**src/rtl/tap_ir_decode.sv**
```systemverilog
module tap_ir_decode #(
  parameter int ID_W = 32,
  parameter logic [ID_W-1:0] ID_VALUE = 32'h4D2C_19A3
) (
  input  logic       tck,
  input  logic       por_n,
  input  logic       tdi,
  input  logic       st_tlr,
  input  logic       st_cap_ir,
  input  logic       st_shift_ir,
  input  logic       st_upd_ir,
  input  logic       st_cap_dr,
  input  logic       st_shift_dr,
  input  logic       bsr_si,
  output logic       tdo,
  output logic       tdo_oe,
  output logic [2:0] ir_code,
  output logic       sel_bsr,
  output logic       sel_id,
  output logic       sel_byp,
  output logic       bsr_drive,
  output logic       pads_hiz
);

  localparam logic [2:0] OP_EXTEST = 3'b000;
  localparam logic [2:0] OP_IDCODE = 3'b001;
  localparam logic [2:0] OP_SAMPZ  = 3'b010;
  localparam logic [2:0] OP_SAMPLE = 3'b100;
  localparam logic [2:0] IR_CAPT   = 3'b001;

  logic [2:0]      ir_sr;
  logic            byp_q;
  logic [ID_W-1:0] id_sr;
  logic            tdo_mux;

  always_ff @(posedge tck or negedge por_n)
    if (!por_n)                      ir_sr <= IR_CAPT;
    else if (st_tlr || st_cap_ir)    ir_sr <= IR_CAPT;
    else if (st_shift_ir)            ir_sr <= {tdi, ir_sr[2:1]};

  always_ff @(posedge tck or negedge por_n)
    if (!por_n)          ir_code <= OP_IDCODE;
    else if (st_tlr)     ir_code <= OP_IDCODE;
    else if (st_upd_ir)  ir_code <= ir_sr;

  always_comb begin
    {sel_bsr, sel_id, sel_byp, bsr_drive, pads_hiz} = 5'b00100;
    case (ir_code)
      OP_EXTEST: {sel_bsr, sel_id, sel_byp, bsr_drive, pads_hiz} = 5'b10010;
      OP_IDCODE: {sel_bsr, sel_id, sel_byp, bsr_drive, pads_hiz} = 5'b01000;
      OP_SAMPZ:  {sel_bsr, sel_id, sel_byp, bsr_drive, pads_hiz} = 5'b10001;
      OP_SAMPLE: {sel_bsr, sel_id, sel_byp, bsr_drive, pads_hiz} = 5'b10000;
      default:   {sel_bsr, sel_id, sel_byp, bsr_drive, pads_hiz} = 5'b00100;
    endcase
  end

  always_ff @(posedge tck or negedge por_n)
    if (!por_n)                        byp_q <= 1'b0;
    else if (st_cap_dr && sel_byp)     byp_q <= 1'b0;
    else if (st_shift_dr && sel_byp)   byp_q <= tdi;

  always_ff @(posedge tck or negedge por_n)
    if (!por_n)                        id_sr <= ID_VALUE;
    else if (st_cap_dr && sel_id)      id_sr <= ID_VALUE;
    else if (st_shift_dr && sel_id)    id_sr <= {tdi, id_sr[ID_W-1:1]};

  assign tdo_mux = st_shift_ir ? ir_sr[0] :
                   sel_id      ? id_sr[0] :
                   sel_bsr     ? bsr_si   : byp_q;

  always_ff @(negedge tck or negedge por_n)
    if (!por_n) begin
      tdo    <= 1'b0;
      tdo_oe <= 1'b0;
    end else begin
      tdo    <= tdo_mux;
      tdo_oe <= st_shift_ir || st_shift_dr;
    end

endmodule

```
**config.mk**
```make
export PLATFORM = sky130hd
export DESIGN_NAME = tap_ir_decode
export DESIGN_NICKNAME = d
export VERILOG_FILES = /design/src/rtl/tap_ir_decode.sv
export SDC_FILE = /design/constraint.sdc
export NUM_CORES = 1
export LEC_CHECK = 0
export BUFFER_PORTS_ARGS = -buffer_cell sky130_fd_sc_hd__buf_2
export CAP_MARGIN = 20
export CORE_AREA = 2 2 78 80
export DETAILED_ROUTE_END_ITERATION = 6
export DIE_AREA = 0 0 80 82
export SLEW_MARGIN = 20
export SYNTH_ARGS = -nofsm -noshare
export SYNTH_HDL_FRONTEND = slang
export SYNTH_SLANG_ARGS = --single-unit
```
**constraint.sdc**
```tcl
create_clock -name tck -period 5 [get_ports tck]
set_clock_uncertainty 0.05 [all_clocks]
set_input_delay 0.25 -clock tck [delete_from_list [all_inputs] [get_ports tck]]
set_output_delay 0.25 -clock tck [all_outputs]
set_load 0.03 [all_outputs]
```
# == Yosys cells after proc, flatten, opt, wreduce, memory -nomap -nowiden ==
# Cells that the tools add are included.
# op_classes
add_sub_neg,0
mul,0
div,0
magnitude_cmp,0
n_eq_ne,3
shift,0
n_mux,16
bitwise_logic,0
reduce_logical,13
# ops
op,n
32-bit two-way mux,2
3-bit two-way mux,4
1-bit two-way mux,10
2-bit nonzero test,4
1-bit logical AND,4
4-bit OR reduction,1
"3-bit by 1-bit equality test with 1-bit output, second input constant",1
"3-bit by 2-bit equality test with 1-bit output, second input constant",1
"3-bit equality test, second input constant",1
3-bit logical NOT,1
3-bit OR reduction,1
1-bit logical OR,2
# word_totals
ff_bits,41
latchBits,0
ram_bits,0
romBits,0
input_bits,10
out_inout_bits,10
elab_cells,38
mem_count,0

# == Logic depth before layout (Yosys ltp) ==
# Gate-level depths: netlist (run 1).
# logic_depth
word_depth,6
mapped_depth,5
mapped_depth_nobuf,4

==> results of run 1 <==
sequential cells by signal, indices dropped and copies added, names as in the netlist:
signal,count
ir_sr,3
id_sr,32
byp_q,1
ir_code,3
tdo_oe,1
tdo,1
metrics by stage:
| step | setup slack (ns) | power, uW | instances |
|---|---|---|---|
| 3_3_place_gp | 1.13 | 518 | 258 |
| 5_1_grt | 1.02 | 877 | 267 |
| 2_1_floorplan | 0.919 | 492 | 178 |
| 4_1_cts | 1.09 | 848 | 267 |
| 3_5_place_dp | 1.10 | 521 | 258 |
| 6_report | 1.09 | 837 | 267 |
path summary, 6_finish.rpt:
kind / from / endpoint / slack [ns] / cells after the start
max: ir_code[0]$_DFFE_PN1P_ / tdo$_DFF_NN0_ / 1.09 / 3
max reg2reg: ir_code[0]$_DFFE_PN1P_ / tdo$_DFF_NN0_ / 1.09 / 3
min reg2reg: id_sr[2]$_DFFE_PN0P_ / id_sr[2]$_DFFE_PN0P_ / 0.44 / 2
min in group asynchronous: por_n / ir_code[2]$_DFFE_PN0P_ / 0.25 / 2
max in group asynchronous: por_n / tdo_oe$_DFF_NN0_ / 1.56 / 3
min: st_cap_ir / ir_sr[1]$_DFFE_PN0P_ / 0.09 / 2
layout make-up:
class,count,share of cell area (%)
Sequential cell,41,47.1
Multi-Input combinational cell,106,34.5
Timing Repair Buffer,22,5.41
Tap cell,75,4.23
Clock buffer,5,3.10
Clock inverter,3,3.10
Inverter,15,2.54
power by group through the flow:
stage / clock network [uW] / logic, uW / registers [uW]
after floorplan: 0 / 87.2 / 405
after CTS: 332 / 117 / 399
after global placement: 0 / 114 / 404
final: 324 / 115 / 398
after global routing: 343 / 130 / 404
after detailed placement: 0 / 116 / 405
cell families (layout without fill, tap and decap cells):
family          after synthesis  after routing  share of synthesized area [%]
compound gates               56             56                           22.6
fa+ha+maj                     1              1                          0.513
buf+inv                      31             45                           7.50
flops                        41             41                           53.6
mux                           9              9                           4.62
simple gates                 40             40                           11.1
routing by layer:
layer / part of all wire (%) / track usage, % / vias up / wire (um)
li1: - / - / 659 / -
met1: 49 / 15.5 / 645 / 1740
met2: 46 / 20.1 / 13 / 1630
met3: 2.4 / 3.08 / 6 / 85
met4: 2.0 / 5.08 / 0 / 70
met5: 0 / 0 / - / 0
worst reg2reg max path, stage by stage (launching register included):
cell and delay [ns]:
sky130_fd_sc_hd__dfstp_2 0.60, sky130_fd_sc_hd__or3b_1 0.38, sky130_fd_sc_hd__nor3_1 0.14, sky130_fd_sc_hd__a221oi_1 0.08
cell usage in the layout, fill, tap and decap left out, types with 2 or more instances in the layout:
| master | n |
|---|---|
| sky130_fd_sc_hd__o21ai_0 | 7 |
| sky130_fd_sc_hd__dfrtp_1 | 23 |
| sky130_fd_sc_hd__a221oi_1 | 2 |
| sky130_fd_sc_hd__inv_1 | 14 |
| sky130_fd_sc_hd__nor2_4 | 2 |
| sky130_fd_sc_hd__dfrtn_1 | 2 |
| sky130_fd_sc_hd__nor3_1 | 4 |
| sky130_fd_sc_hd__nor2b_1 | 3 |
| sky130_fd_sc_hd__dfstp_2 | 16 |
| sky130_fd_sc_hd__o21ai_1 | 20 |
| sky130_fd_sc_hd__nand2_1 | 2 |
| sky130_fd_sc_hd__buf_4 | 2 |
| sky130_fd_sc_hd__o41ai_2 | 10 |
| sky130_fd_sc_hd__clkbuf_8 | 5 |
| sky130_fd_sc_hd__a31oi_1 | 2 |
| sky130_fd_sc_hd__nor2_1 | 18 |
| sky130_fd_sc_hd__nand4b_1 | 6 |
| sky130_fd_sc_hd__buf_2 | 19 |
| sky130_fd_sc_hd__a21o_1 | 2 |
| sky130_fd_sc_hd__bufinv_16 | 2 |
| sky130_fd_sc_hd__mux2i_1 | 9 |
| sky130_fd_sc_hd__o31ai_1 | 9 |
timing repair:
| action | 4_1_cts | 5_1_grt |
|---|---|---|
| hold endpoints to repair | 5 | 0 |
| hold buffers | 1 | 0 |
| buffers inserted | 0 | 0 |
==> run_summary.xml, run 1 <==
<?xml version="1.0" encoding="UTF-8"?>
<metrics>
  <group name="drt">
    <metric name="detail_route.first_pass.iterations" unit="">4</metric>
    <metric name="via_cell_ratio" unit="">4.96</metric>
    <metric name="wire_length_reported_by_the_detailed_router" unit="um">3520</metric>
    <metric name="drt.antenna.violating_nets" unit="">0</metric>
    <metric name="via_count" unit="">1323</metric>
    <metric name="wire_per_inst" unit="um">13.2</metric>
    <metric name="drc" unit="">0</metric>
    <metric name="detailedRoute.firstIterationViolations" unit="">97</metric>
  </group>
  <group name="worst_setup_path">
    <metric name="crit_chain" unit="">or3b_1 &gt; nor3_1 &gt; a221oi_1</metric>
    <metric name="cp_bufs_invs" unit="">0</metric>
    <metric name="critPathMaxStageDelay" unit="ns">0.60</metric>
    <metric name="worstSetupStartpointType" unit="">flip-flop</metric>
    <metric name="worst_path_arrival" unit="ns">1.49</metric>
    <metric name="criticalPathCategory" unit="">reg -&gt; reg</metric>
    <metric name="critPathRequiredTime" unit="ns">2.58</metric>
    <metric name="timing.critical_path.slowest_stage_cell" unit="">sky130_fd_sc_hd__dfstp_2</metric>
    <metric name="crit_fanout" unit="">9</metric>
    <metric name="kind_of_cell_adding_the_most_delay_to_the_critical_path" unit="">flip-flops</metric>
    <metric name="crit_path_capture_type" unit="">flip-flop</metric>
  </group>
  <group name="yosys">
    <metric name="synth_fp_nets" unit="">188</metric>
    <metric name="synth.top_cells.by_count" unit="">sky130_fd_sc_hd__dfrtp_1 (23), sky130_fd_sc_hd__o21ai_1 (20), sky130_fd_sc_hd__nor2_1 (19)</metric>
    <metric name="synth.yosys.seq_area_share" unit="%">53.6</metric>
    <metric name="synth_largest_type_area_fraction" unit="%">29.5</metric>
    <metric name="post-synth-top-count-cell" unit="">sky130_fd_sc_hd__dfrtp_1</metric>
    <metric name="yosys.cell_types.count" unit="">34</metric>
    <metric name="number_of_enable_flip_flop_cells_after_synthesis" unit="">0</metric>
    <metric name="synth_top_area_cell" unit="">sky130_fd_sc_hd__dfrtp_1</metric>
    <metric name="synth-main-ff-cell" unit="">sky130_fd_sc_hd__dfrtp_1</metric>
    <metric name="synth-warning-count" unit="">0</metric>
    <metric name="avgSynthCellArea" unit="um^2">11.0</metric>
    <metric name="synth.ff_latch_count" unit="">41</metric>
    <metric name="syn-cell-area" unit="mm^2">0.00195</metric>
    <metric name="synth_top_cells_by_area" unit="">sky130_fd_sc_hd__dfrtp_1 (30%), sky130_fd_sc_hd__dfstp_2 (22%), sky130_fd_sc_hd__o41ai_2 (8.3%)</metric>
    <metric name="synth_async_sr_flop_share" unit="%">100</metric>
    <metric name="synthesis.instances" unit="">178</metric>
  </group>
  <group name="global_routing">
    <metric name="pin_count_of_the_biggest_net_entering_global_routing" unit="">44</metric>
    <metric name="number_of_antenna_violations_at_the_first_check_in_global_routing" unit="">0</metric>
    <metric name="grt.total_usage" unit="%">12.3</metric>
    <metric name="grt.overflow.total" unit="">0</metric>
    <metric name="first_pass_grt_wire_length" unit="um">6310</metric>
    <metric name="first_global_vias" unit="">1347</metric>
  </group>
  <group name="power">
    <metric name="sequentialPowerShare" unit="%">47.6</metric>
    <metric name="max-vdd-ir-drop" unit="V">0.000134</metric>
    <metric name="share_of_total_power_in_the_clock_network" unit="%">38.7</metric>
    <metric name="p_leak" unit="uW">0.00101</metric>
    <metric name="combPwrFrac" unit="%">13.7</metric>
    <metric name="internal_power" unit="uW">627</metric>
    <metric name="power.density_cell_area" unit="mW/mm^2">377</metric>
    <metric name="total_switching_power" unit="uW">211</metric>
    <metric name="netSwitchingFraction" unit="%">25.2</metric>
  </group>
  <group name="floorplanning">
    <metric name="core" unit="mm^2">0.00575</metric>
    <metric name="die_height" unit="um">82</metric>
    <metric name="initial_utilization" unit="%">34.0</metric>
    <metric name="io-pin-count" unit="">20</metric>
    <metric name="die_w" unit="um">80</metric>
    <metric name="die_area" unit="mm^2">0.00656</metric>
    <metric name="rows" unit="">28</metric>
  </group>
  <group name="clock_network">
    <metric name="clkLatencyLatePin" unit="ns">0.30</metric>
    <metric name="cts_buffers" unit="">5</metric>
    <metric name="clock_path_buffers" unit="">2</metric>
    <metric name="clkSinkCount" unit="">41</metric>
    <metric name="cts_tree" unit="">yes</metric>
    <metric name="clock_tree.htree_level_count" unit="">2</metric>
    <metric name="worst_setup_hold_path_clk_slew" unit="ns">0.09</metric>
    <metric name="ctsResizeCount" unit="">0</metric>
    <metric name="cts-root-buf" unit="">sky130_fd_sc_hd__clkbuf_8</metric>
  </group>
  <group name="timing">
    <metric name="setup_tns" unit="ns">0</metric>
    <metric name="relSlewSlack" unit="%">29.9</metric>
    <metric name="hold_violations" unit="">0</metric>
    <metric name="worst_pin_slew" unit="ns">1.05</metric>
    <metric name="hold-worst-slack" unit="ns">0.0874</metric>
    <metric name="maxSlewViolCount" unit="">0</metric>
    <metric name="grt_setup_unrepaired" unit="">no</metric>
    <metric name="setup_viol" unit="">0</metric>
  </group>
  <group name="placed_design">
    <metric name="post-dp-hpwl" unit="um">2180</metric>
    <metric name="globalplace.congestion" unit="">0.740</metric>
    <metric name="postPlaceCellArea" unit="mm^2">0.00207</metric>
    <metric name="io_buffers" unit="">19</metric>
  </group>
  <group name="cells_and_area">
    <metric name="final_nets" unit="">201</metric>
    <metric name="antenna-diode-count" unit="">0</metric>
    <metric name="final_standard_cell_area_without_fillers" unit="mm^2">0.00222</metric>
    <metric name="fin_util" unit="%">38.6</metric>
    <metric name="drive_above_1_share" unit="%">30.7</metric>
    <metric name="fillerInstances" unit="">575</metric>
    <metric name="multiInputGateArea" unit="um^2">766</metric>
    <metric name="area_of_all_sequential_standard_cells" unit="mm^2">0.00105</metric>
    <metric name="area.growth.synth_to_final" unit="%">13.8</metric>
  </group>
  <group name="flow_run">
    <metric name="maxCapViolCount" unit="">0</metric>
  </group>
  <group name="worst_hold_path">
    <metric name="hp-class" unit="">in -&gt; reg</metric>
  </group>
  <group name="run_status">
    <metric name="status" unit="">completed</metric>
  </group>
</metrics>
(Power assumes the default switching activity.)
==> inputs of run 2 (changes only) <==
==> constraint.sdc (replaced) <==
create_clock -name tck -period 3.83 [get_ports tck]
set_clock_uncertainty 0.05 [all_clocks]
set_input_delay 0.1915 -clock tck [delete_from_list [all_inputs] [get_ports tck]]
set_output_delay 0.1915 -clock tck [all_outputs]
set_load 0.03 [all_outputs]
==> run_summary.xml, run 2 (synthesis gave the netlist of run 1 again) <==
<?xml version="1.0" encoding="UTF-8"?>
<metrics>
  <group name="global_routing">
    <metric name="first_pass_grt_wire_length" unit="um">6240</metric>
    <metric name="pin_count_of_the_biggest_net_entering_global_routing" unit="">44</metric>
    <metric name="grt.total_usage" unit="%">12.2</metric>
    <metric name="first_global_vias" unit="">1320</metric>
    <metric name="grt.overflow.total" unit="">0</metric>
    <metric name="number_of_antenna_violations_at_the_first_check_in_global_routing" unit="">0</metric>
  </group>
  <group name="timing">
    <metric name="hold_violations" unit="">0</metric>
    <metric name="maxSlewViolCount" unit="">0</metric>
    <metric name="grt_setup_unrepaired" unit="">no</metric>
    <metric name="hold-worst-slack" unit="ns">0.0338</metric>
    <metric name="relSlewSlack" unit="%">52.9</metric>
    <metric name="setup_viol" unit="">0</metric>
    <metric name="worst_pin_slew" unit="ns">0.706</metric>
    <metric name="setup_tns" unit="ns">0</metric>
  </group>
  <group name="worst_setup_path">
    <metric name="criticalPathCategory" unit="">reg -&gt; reg</metric>
    <metric name="worst_path_arrival" unit="ns">1.48</metric>
    <metric name="worstSetupStartpointType" unit="">flip-flop</metric>
    <metric name="crit_fanout" unit="">9</metric>
    <metric name="crit_path_capture_type" unit="">flip-flop</metric>
    <metric name="critPathRequiredTime" unit="ns">1.99</metric>
  </group>
  <group name="drt">
    <metric name="via_count" unit="">1381</metric>
    <metric name="wire_length_reported_by_the_detailed_router" unit="um">3660</metric>
    <metric name="detailedRoute.firstIterationViolations" unit="">120</metric>
    <metric name="drc" unit="">0</metric>
    <metric name="detail_route.first_pass.iterations" unit="">4</metric>
    <metric name="via_cell_ratio" unit="">5.15</metric>
    <metric name="drt.antenna.violating_nets" unit="">0</metric>
    <metric name="wire_per_inst" unit="um">13.7</metric>
  </group>
  <group name="clock_network">
    <metric name="clkLatencyLatePin" unit="ns">0.29</metric>
    <metric name="worst_setup_hold_path_clk_slew" unit="ns">0.08</metric>
    <metric name="cts_buffers" unit="">5</metric>
    <metric name="cts_tree" unit="">yes</metric>
    <metric name="clkSinkCount" unit="">41</metric>
    <metric name="clock_path_buffers" unit="">2</metric>
    <metric name="ctsResizeCount" unit="">0</metric>
    <metric name="clock_tree.htree_level_count" unit="">2</metric>
    <metric name="cts-root-buf" unit="">sky130_fd_sc_hd__clkbuf_8</metric>
  </group>
  <group name="placed_design">
    <metric name="io_buffers" unit="">19</metric>
    <metric name="post-dp-hpwl" unit="um">2270</metric>
    <metric name="globalplace.congestion" unit="">0.714</metric>
  </group>
  <group name="cells_and_area">
    <metric name="antenna-diode-count" unit="">0</metric>
    <metric name="fillerInstances" unit="">570</metric>
    <metric name="area.growth.synth_to_final" unit="%">13.9</metric>
    <metric name="final_nets" unit="">202</metric>
    <metric name="commonest_non_fill_non_tap_cells_in_the_layout" unit="">sky130_fd_sc_hd__dfrtp_1 (23), sky130_fd_sc_hd__o21ai_1 (20), sky130_fd_sc_hd__buf_2 (19), sky130_fd_sc_hd__nor2_1 (18), sky130_fd_sc_hd__dfstp_2 (16)</metric>
    <metric name="largest_register" unit="">id_sr</metric>
    <metric name="number_of_flip_flops_under_the_largest_register_name" unit="">32</metric>
    <metric name="mostFrequentLayoutCell" unit="">sky130_fd_sc_hd__dfrtp_1</metric>
    <metric name="drive_above_1_share" unit="%">31.1</metric>
    <metric name="layout_top_registers" unit="">id_sr: 32 flops, ir_code: 3 flops, ir_sr: 3 flops</metric>
  </group>
  <group name="worst_hold_path">
    <metric name="hp-class" unit="">in -&gt; reg</metric>
  </group>
  <group name="run_status">
    <metric name="status" unit="">completed</metric>
  </group>
  <group name="floorplanning">
    <metric name="rows" unit="">28</metric>
    <metric name="die_w" unit="um">80</metric>
    <metric name="io-pin-count" unit="">20</metric>
    <metric name="core" unit="mm^2">0.00575</metric>
    <metric name="initial_utilization" unit="%">34.0</metric>
    <metric name="die_area" unit="mm^2">0.00656</metric>
    <metric name="die_height" unit="um">82</metric>
  </group>
  <group name="power">
    <metric name="max-vdd-ir-drop" unit="V">0.000121</metric>
    <metric name="p_leak" unit="uW">0.00101</metric>
    <metric name="power.density_cell_area" unit="mW/mm^2">466</metric>
  </group>
  <group name="flow_run">
    <metric name="maxCapViolCount" unit="">0</metric>
  </group>
</metrics>
==> run 2: cell count changes in the layout (fill, tap and decap cells not counted), sizes merged <==
cell and delta:
buf +1, inv -1, clkbuf +1, bufinv -1, clkinvlp +1
==> run 2: stage by stage <==
step                total power, uW  instance area (um^2)  worst slack (ns)  std cells  util, %
floorplan                       642                  1950             0.334        178        -
global placement                677                  2070             0.539        258     36.1
detailed placement              681                  2070             0.517        258     36.1
CTS                            1050                  2200             0.513        267     38.3
global route                   1090                  2220             0.440        268     38.7
finish                         1040                  2220             0.515        268     38.7
==> run 2: timing repair <==
action | 4_1_cts | 5_1_grt
setup buffers | 0 | 0
hold buffers | 1 | 0
endpoints found under the hold margin | 7 | 0
==> run 2: per-layer routing <==
| layer | track usage (%) | share of wire, % | vias to the layer above |
|---|---|---|---|
| met3 | 3.08 | 2.8 | 7 |
| met4 | 5.08 | 2.1 | 0 |
| met5 | 0 | 0 | - |
| met1 | 15.4 | 46 | 700 |
| li1 | - | - | 661 |
| met2 | 20.0 | 49 | 13 |
==> run 2: final timing paths <==
path / depth (start not counted) / slack [ns] / end / startpoint
min: 2 / 0.03 / ir_sr[1]$_DFFE_PN0P_ / st_cap_ir
max: 3 / 0.51 / tdo$_DFF_NN0_ / ir_code[0]$_DFFE_PN1P_
max in group asynchronous: 2 / 1.59 / tdo$_DFF_NN0_ / por_n
min reg2reg: 2 / 0.44 / id_sr[22]$_DFFE_PN0P_ / id_sr[22]$_DFFE_PN0P_
min in group asynchronous: 3 / 0.53 / id_sr[25]$_DFFE_PN0P_ / por_n
max reg2reg: 3 / 0.51 / tdo$_DFF_NN0_ / ir_code[0]$_DFFE_PN1P_
==> run 2: worst max-delay path: stages (launching register included) <==
cell,delay (ns)
sky130_fd_sc_hd__dfstp_2,0.60
sky130_fd_sc_hd__or3b_1,0.38
sky130_fd_sc_hd__nor3_1,0.14
sky130_fd_sc_hd__a221oi_1,0.07
==> run 2: area by class of cell <==
cell class | instances | area, um^2 | share of cell area, %
clock buffers | 6 | 82.6 | 3.72
clock inverters | 2 | 37.5 | 1.69
inverters | 15 | 56.3 | 2.53
multi-input cells | 106 | 766 | 34.5
flip-flops and latches | 41 | 1050 | 47.1
well taps | 75 | 93.8 | 4.22
repair buffers | 23 | 140 | 6.31
==> run 2: power by group <==
group	internal, uW	total (uW)	switching (uW)
logic	58.6	153	94.3
registers	499	520	20.8
clock network	212	363	151
